### src/rtl/modem_line_pkg.sv
package modem_line_pkg;
  localparam int ADDR_MODEM = 0;
  localparam int ADDR_EXTIN = 1;
  // modem-control bit positions
  localparam int MC_DTR  = 0;
  localparam int MC_RTS  = 1;
  localparam int MC_LOOP = 2;
  // external-input configuration bit positions
  localparam int EI_CFG_W = 4;
  localparam int EI_LVL_LO = 4;
  localparam int EI_CHG_LO = 8;
  localparam int MDM_LINES = 4;  // cts, dcd, ri, dsr
  localparam int LINE_CTS = 0;
  localparam int LINE_DCD = 1;

  typedef struct packed {
    logic wrModem;
    logic wrExtIn;
    logic rdExtIn;
  } regStrobe_t;
endpackage

### src/rtl/mlc_sync.sv
module mlc_sync #(
  parameter int WIDTH  = 4,
  parameter int STAGES = 2
) (
  input  logic             clk,
  input  logic             rstN,
  input  logic [WIDTH-1:0] asyncIn,
  output logic [WIDTH-1:0] syncOut
);
  logic [WIDTH-1:0] stage [STAGES];

  for (genvar s = 0; s < STAGES; s++) begin : g_stage
    if (s == 0) begin : g_first
      always_ff @(posedge clk) begin
        if (!rstN) stage[s] <= '0;
        else       stage[s] <= asyncIn;
      end
    end else begin : g_rest
      always_ff @(posedge clk) begin
        if (!rstN) stage[s] <= '0;
        else       stage[s] <= stage[s-1];
      end
    end
  end

  assign syncOut = stage[STAGES-1];
endmodule

### src/rtl/mlc_decode.sv
module mlc_decode
  import modem_line_pkg::*;
(
  input  logic       busWr,
  input  logic       busRd,
  input  logic       busAddr,
  output regStrobe_t strb
);
  always_comb begin
    strb.wrModem = busWr && (busAddr == 1'(ADDR_MODEM));
    strb.wrExtIn = busWr && (busAddr == 1'(ADDR_EXTIN));
    strb.rdExtIn = busRd && (busAddr == 1'(ADDR_EXTIN));
  end
endmodule

### src/rtl/mlc_datapath.sv
module mlc_datapath
  import modem_line_pkg::*;
#(
  parameter int DATA_W = 16
) (
  input  logic                 clk,
  input  logic                 rstN,
  input  regStrobe_t           strb,
  input  logic                 busAddr,
  input  logic [DATA_W-1:0]    wdata,
  input  logic [MDM_LINES-1:0] lineLvl,
  input  logic                 extIrqEn,
  input  logic                 txSerIn,
  input  logic                 rxSerIn,
  output logic [DATA_W-1:0]    rdata,
  output logic                 dtrOut,
  output logic                 rtsOut,
  output logic                 txSerOut,
  output logic                 rxSerOut,
  output logic                 extIrq
);
  logic dtrBit, rtsBit, loopBit;
  logic [1:0] chgMask, anyEdge, chgFlag, lvlPrev, chgSet;

  logic unusedBits;
  assign unusedBits = ^wdata[DATA_W-1:EI_CFG_W];

  always_ff @(posedge clk) begin
    if (!rstN) begin
      dtrBit <= 1'b0; rtsBit <= 1'b0; loopBit <= 1'b0;
    end else if (strb.wrModem) begin
      dtrBit  <= wdata[MC_DTR];
      rtsBit  <= wdata[MC_RTS];
      loopBit <= wdata[MC_LOOP];
    end
  end

  always_ff @(posedge clk) begin
    if (!rstN) begin
      chgMask <= '0; anyEdge <= '0;
    end else if (strb.wrExtIn) begin
      chgMask <= wdata[1:0];
      anyEdge <= wdata[3:2];
    end
  end

  // edge detection and sticky flags for cts (0) and dcd (1)
  for (genvar i = 0; i < 2; i++) begin : g_chg
    logic rise, fall;
    assign rise = lineLvl[i] && !lvlPrev[i];
    assign fall = !lineLvl[i] && lvlPrev[i];
    assign chgSet[i] = chgMask[i] && (rise || (anyEdge[i] && fall));

    always_ff @(posedge clk) begin
      if (!rstN) begin
        lvlPrev[i] <= 1'b0;
        chgFlag[i] <= 1'b0;
      end else begin
        lvlPrev[i] <= lineLvl[i];
        if (chgSet[i])          chgFlag[i] <= 1'b1;
        else if (strb.rdExtIn)  chgFlag[i] <= 1'b0;
      end
    end

    p_edge_wins_r9: assert property (@(posedge clk) disable iff (!rstN)
      (strb.rdExtIn && chgSet[i]) |=> chgFlag[i]);
    p_read_clear_r8: assert property (@(posedge clk) disable iff (!rstN)
      (strb.rdExtIn && !chgSet[i]) |=> !chgFlag[i]);
    p_masked_r7: assert property (@(posedge clk) disable iff (!rstN)
      (!chgMask[i] && !chgFlag[i]) |=> !chgFlag[i]);
  end

  always_comb begin
    rdata = '0;
    if (busAddr == 1'(ADDR_MODEM)) begin
      rdata[MC_DTR]  = dtrBit;
      rdata[MC_RTS]  = rtsBit;
      rdata[MC_LOOP] = loopBit;
    end else begin
      rdata[1:0] = chgMask;
      rdata[3:2] = anyEdge;
      rdata[EI_LVL_LO +: MDM_LINES] = lineLvl;
      rdata[EI_CHG_LO +: 2] = chgFlag;
    end
  end

  assign dtrOut   = ~dtrBit;
  assign rtsOut   = ~rtsBit;
  assign txSerOut = loopBit ? 1'b1 : txSerIn;
  assign rxSerOut = loopBit ? txSerIn : rxSerIn;
  assign extIrq   = extIrqEn && (|chgFlag);

  p_pin_inv_r2: assert property (@(posedge clk) disable iff (!rstN)
    strb.wrModem |=> (dtrOut == !$past(wdata[MC_DTR])) && (rtsOut == !$past(wdata[MC_RTS])));
  p_loop_idle_r11: assert property (@(posedge clk) disable iff (!rstN)
    loopBit |-> (txSerOut && (rxSerOut == txSerIn)));
endmodule

### src/rtl/modem_line_ctrl.sv
module modem_line_ctrl
  import modem_line_pkg::*;
#(
  parameter int DATA_W    = 16,
  parameter int SYNC_STGS = 2
) (
  input  logic              clk,
  input  logic              rstN,
  input  logic              busWr,
  input  logic              busRd,
  input  logic              busAddr,
  input  logic [DATA_W-1:0] busWdata,
  output logic [DATA_W-1:0] busRdata,
  input  logic              ctsIn,
  input  logic              dcdIn,
  input  logic              riIn,
  input  logic              dsrIn,
  output logic              dtrOut,
  output logic              rtsOut,
  input  logic              extIrqEn,
  output logic              extIrq,
  input  logic              txSerIn,
  input  logic              rxSerIn,
  output logic              txSerOut,
  output logic              rxSerOut
);
  regStrobe_t strb;
  logic [MDM_LINES-1:0] lineLvl;

  mlc_decode u_decode (
    .busWr(busWr), .busRd(busRd), .busAddr(busAddr), .strb(strb)
  );

  mlc_sync #(.WIDTH(MDM_LINES), .STAGES(SYNC_STGS)) u_sync (
    .clk(clk), .rstN(rstN),
    .asyncIn({dsrIn, riIn, dcdIn, ctsIn}),
    .syncOut(lineLvl)
  );

  mlc_datapath #(.DATA_W(DATA_W)) u_dp (
    .clk(clk), .rstN(rstN), .strb(strb), .busAddr(busAddr),
    .wdata(busWdata), .lineLvl(lineLvl), .extIrqEn(extIrqEn),
    .txSerIn(txSerIn), .rxSerIn(rxSerIn), .rdata(busRdata),
    .dtrOut(dtrOut), .rtsOut(rtsOut), .txSerOut(txSerOut),
    .rxSerOut(rxSerOut), .extIrq(extIrq)
  );

  p_irq_gate_r10: assert property (@(posedge clk) disable iff (!rstN)
    extIrq |-> extIrqEn);
  p_reset_pins_r1: assert property (@(posedge clk)
    !rstN |=> (dtrOut && rtsOut && !extIrq));
endmodule

### config.mk
export PLATFORM = sky130hd
export DESIGN_NAME = modem_line_ctrl
export DESIGN_NICKNAME = d
export VERILOG_FILES = /design/src/rtl/modem_line_pkg.sv /design/src/rtl/mlc_sync.sv /design/src/rtl/mlc_decode.sv /design/src/rtl/mlc_datapath.sv /design/src/rtl/modem_line_ctrl.sv
export SDC_FILE = /design/constraint.sdc
export NUM_CORES = 1
export LEC_CHECK = 0
export CORE_MARGIN = 2
export CORE_UTILIZATION = 30
export CTS_CLUSTER_DIAMETER = 30
export DETAILED_ROUTE_END_ITERATION = 6
export PLACE_DENSITY = 0.67
export SLEW_MARGIN = 25
export SYNTH_ARGS = -nofsm -noshare
export SYNTH_HDL_FRONTEND = slang
export SYNTH_SLANG_ARGS = --single-unit
### constraint.sdc
create_clock -name clk -period 2.6 [get_ports clk]
set_input_delay 0.39 -clock clk [delete_from_list [all_inputs] [get_ports clk]]
set_output_delay 0.39 -clock clk [all_outputs]
set_load 0.005 [all_outputs]
### Word-level counts from Yosys, hierarchy flattened

Memory sizes are Yosys's and may differ from the RTL's.
Cells that the tools add are included.

| operators by class | value |
|---|---|
| muxes and demuxes | 11 |
| bitwise logic cells | 5 |
| reductions and logical operators | 21 |

Operator list:

| operator | count |
|---|---|
| $logic_and 1x1->1 | 12 |
| $mux 4 | 2 |
| $mux 1 | 7 |
| $mux 7 | 1 |
| $logic_not 1->1 | 4 |
| $reduce_bool 2->1 | 2 |
| $mux 3 | 1 |
| $not 1->1 | 3 |
| $logic_or 1x1->1 | 2 |
| $or 1x1->1 | 2 |
| $reduce_or 2->1 | 1 |

| storage, ports and cells | value |
|---|---|
| flip-flop bits (word level) | 11 |
| RAM bits | 8 |
| input port bits | 28 |
| output and inout bits | 21 |
| logic and storage cells | 47 |
| memories kept | 1 |

Memory list:

| memory | words | width | rd ports | clocked after memory_dff | wr ports | RTL line | source |
|---|---|---|---|---|---|---|---|
| u_sync.stage | 2 | 4 | 2 | 0 | 2 | mlc_sync.sv:10 | `logic [WIDTH-1:0] stage [STAGES];` |

### Depth between registers and ports, before layout

Gate-level depths: netlist (run 1).
An unclocked memory read counts as a cell.

| depth | value |
|---|---|
| depth after elaboration | 7 |
| gate-level depth with buffers | 4 |
| mapped depth without buffers | 3 |

### By module

A second synthesis (run 1) with hierarchy kept.

| unflattened totals | value |
|---|---|
| cell total of the unflattened synthesis | 85 |
| area total of the unflattened synthesis | 829.5 sq um |

By module, submodules not included:

| module | instances | cells each | area an instance (sq um) | seq. area each (sq um) |
|---|---|---|---|---|
| mlc_datapath | 1 | 66 | 595.6 | 220.2 |
| mlc_sync | 1 | 16 | 210.2 | 160.2 |
| mlc_decode | 1 | 3 | 23.8 | 0.0 |

### Least setup slack after synthesis (run 1)

No wires, ideal clock.

| timing path | value |
|---|---|
| kind | input to output |
| start point | input busAddr |
| end point | output busRdata[0] |
| arrival | 0.829 ns |
| required time | 2.210 ns |
| setup slack | 1.381 ns |
| stages on the path | 3 |
| path buffers | 2 |
| cell sequence | buf_6 buf_2 o21ai_0 |

| on the way | value |
|---|---|
| cells in the longest elaborated chain, start to end | 1 |

RTL lines:

| element | RTL line | source |
|---|---|---|
| start: declaration | modem_line_ctrl.sv:11 | `input logic busAddr,` |
| $mux 3 | mlc_datapath.sv:75 | `if (busAddr == 1'(ADDR_MODEM)) begin` |
| end: declaration | modem_line_ctrl.sv:13 | `output logic [DATA_W-1:0] busRdata,` |

Every way passes these cells.

### Worst setup path in the final report (run 1)

Same ends and word-level chain as after synthesis.

==> flow_summary.yaml, run 1 <==
run_status:
  outcome: "finished clean"
floorplanning:
  die_h_um: 56.1
  start_util_pct: 32.3
  io_pins: 49
  die_w_um: 56.1
  die_area_um2: 3150
  num_rows: 18
  core_um2: 2520
timing:
  finalSetupTns_ns: 0
  hold_viol_final: 0
  finalCritPeriodShare_pct: 87.8
  period_needed_ns: 2.28
  slew_headroom_pct: 60.6
  skew_ns: 0.000801
  rsz0062_at_grt: "no"
  tightest_slew_ns: 0.589
  max_freq_ghz: 0.438
  setup_viol: 0
  holdWs_ns: 0.447
  slew_viol_final: 0
cts:
  root_buffer: "clkbuf_4"
  insertion_delay_ns: 0.29
  post_cts_buffers: 0
  clkSinkCount: 19
  clock_path_buffers: 2
  h-tree-depth: 1
  cts_tree: "yes"
  clk_pin_slew_ns: 0.10
  holdBufCountCts: 0
  cts_buffers: 3
  post_cts_resized: 0
global_routing:
  grt_pass1_vias: 595
  grt_first_pass_wirelength_um: 2590
  antenna_found_initial: 0
  grt_max_degree: 22
  overflow: 0
  grt_use_total_pct: 10.3
yosys:
  yosysWarnings: 0
  yosys.area.top_type_share_pct: 46.7
  synth_cell_types: 18
  synth_edf_count: 0
  synth_ff_type: "dfxtp_1"
  synthesis.area_um2: 815
  syn_area_per_cell_um2: 9.26
  synthTopCellsByArea: "dfxtp_1 47%, and2_1 13%, buf_4 5.5%, nand2_1 5.1%, mux2i_1 4.9%"
  syn-instance-count: 88
  synth_top_cell_by_area: "dfxtp_1"
  async_flop_share_pct: 0
  ys_seq_area_share_pct: 46.7
  synth-seq-cells: 19
layout:
  diodes: 0
  fillers: 249
  nets: 147
  area_growth_pct: 39.6
  drive_gt1_share_pct: 8.47
worst_setup_path:
  cp-end-kind: "output pin"
  crit_path_max_incr_delay_ns: 0.61
  crit_path_start_kind: "input pin"
  cp_common_cell: "clkdlybuf4s50_1"
  cp_max_fo: 12
  cp.required_ns: 2.21
  arrival_ns: 1.89
  crit_type: "in2out"
  slowest_stage: "clkdlybuf4s50_1"
  crit_chain: "clkdlybuf4s50_1 > buf_4 > nand2_1 > o21ai_0 > clkdlybuf4s50_1"
placed_design:
  place_congestion: 0.684
  dp_hpwl_um: 1110
  port_buffers: 30
worst_hold_path:
  hp-class: "reg2reg"
route:
  postRouteAntennaNets: 0
  finalWirelength_um: 1480
  wire_per_inst_um: 9.99
  vias: 662
  highest_layer: "met4"
  wl_met3_um: 106
  first_pass_iters: 3
  wl_met1_um: 646
  wl_met2_um: 711
  drc: 0
  via_per_inst: 4.47
  drtIter0Drc: 3
run:
  maxCapViolations: 0
pwr:
  power.density_nw_per_um2: 466
  ir_worst_vdd_mv: 0.388
  total_power_mw: 0.530
  power_leakage_nw: 0.451
## area by class of cell
class	instances	area (um2)	share of cell area, %
multi-input combinational	62	377	33.1
tap	30	37.5	3.30
clock inverter	1	5.00	0.440
timing repair buffer	31	308	27.1
sequential	19	380	33.4
inverter	2	7.51	0.660
clock buffer	3	22.5	1.98
## state kept, by name, summed over array words and instances, names as in the netlist
register      count
u_dp.loopBit      1
u_sync.stage      8
u_dp.chgFlag      2
u_dp.rtsBit       1
u_dp.dtrBit       1
u_dp.lvlPrev      2
u_dp.anyEdge      2
u_dp.chgMask      2
## path summary, 6_finish.rpt
check	cells past startpoint	start	end	slack, ns
worst min-delay path	1	u_sync.stage[0][0]	u_sync.stage[1][0]	0.45
worst max-delay path	5	busAddr	busRdata[0]	0.32
worst max register to register	2	u_sync.stage[1][1]	u_dp.chgFlag[1]	1.73
worst min register to register	1	u_sync.stage[0][0]	u_sync.stage[1][0]	0.45
## cells in the final DEF, fill, tap and decap left out
cell type | synthesis | final
and2_1 | 17 | 17
mux2i_1 | 4 | 4
o21ai_0 | 4 | 4
clkdlybuf4s50_1 | 0 | 30
buf_4 | 6 | 1
nand3_1 | 6 | 6
or2_2 | 1 | 1
clkinv_2 | 0 | 1
nand2b_4 | 1 | 1
nand2_1 | 11 | 11
a21boi_0 | 4 | 4
conb_1 | 1 | 6
dfxtp_1 | 19 | 19
o21a_1 | 1 | 1
clkbuf_4 | 0 | 3
nor2b_1 | 4 | 4
inv_1 | 2 | 2
mux2_2 | 3 | 3
## per-stage QoR
stage / instances / area, um2 / setup WS [ns] / utilization (%)
floorplan: 93 / 833 / 1.38 / -
global placement: 144 / 1110 / 0.304 / 44.0
detailed placement: 144 / 1110 / 0.282 / 44.0
CTS: 148 / 1140 / 0.269 / 45.1
global route: 148 / 1140 / 0.204 / 45.1
finish: 148 / 1140 / 0.317 / 45.1
## synth_stat cells, types with 2 or more instances
library cell,instances
inv_1,2
nand3_1,6
dfxtp_1,19
clkbuf_1,2
nor2b_1,4
nand2_1,11
a21boi_0,4
mux2i_1,4
o21ai_0,4
buf_4,6
and2_1,17
mux2_2,3
## routing by layer
| metal | global-route usage [%] | up-vias |
|---|---|---|
| li1 | - | 332 |
| met1 | 12.4 | 307 |
| met2 | 16.1 | 21 |
| met3 | 4.19 | 2 |
| met4 | 4.08 | 0 |
| met5 | 0 | - |
## critical path, delay by kind of cell
kind | cells | cell delay, ns
AOI/OAI and AO/OA | 1 | 0.07
buffers and inverters | 3 | 1.36
and+or+nand+nor | 1 | 0.07
## report_power, final
group          internal, mW  switching (mW)  total [mW]
registers             0.303         0.00545       0.308
logic                0.0507          0.0276      0.0782
clock network        0.0572          0.0860       0.143
## kinds of logic (layout without fill, tap and decap cells)
group	count (synthesis)	in the layout	synth area share (%)
buf+inv	12	37	9.37
compound gates	9	9	7.07
other cells	1	6	0.460
mux	7	7	9.06
flops	19	19	46.7
simple gates	40	40	27.3
No activity file was read; power rests on OpenSTA's default activity.
==> run 2: changes to the inputs <==
--- a/config.mk
+++ b/config.mk
@@ -9,6 +9,7 @@
 export CORE_UTILIZATION = 30
 export CTS_CLUSTER_DIAMETER = 30
 export DETAILED_ROUTE_END_ITERATION = 6
+export GPL_ROUTABILITY_DRIVEN = 0
 export PLACE_DENSITY = 0.67
 export SLEW_MARGIN = 25
 export SYNTH_ARGS = -nofsm -noshare
==> results of run 2 <==
The final DEF is identical to that of run 1; final timing and power are the same.
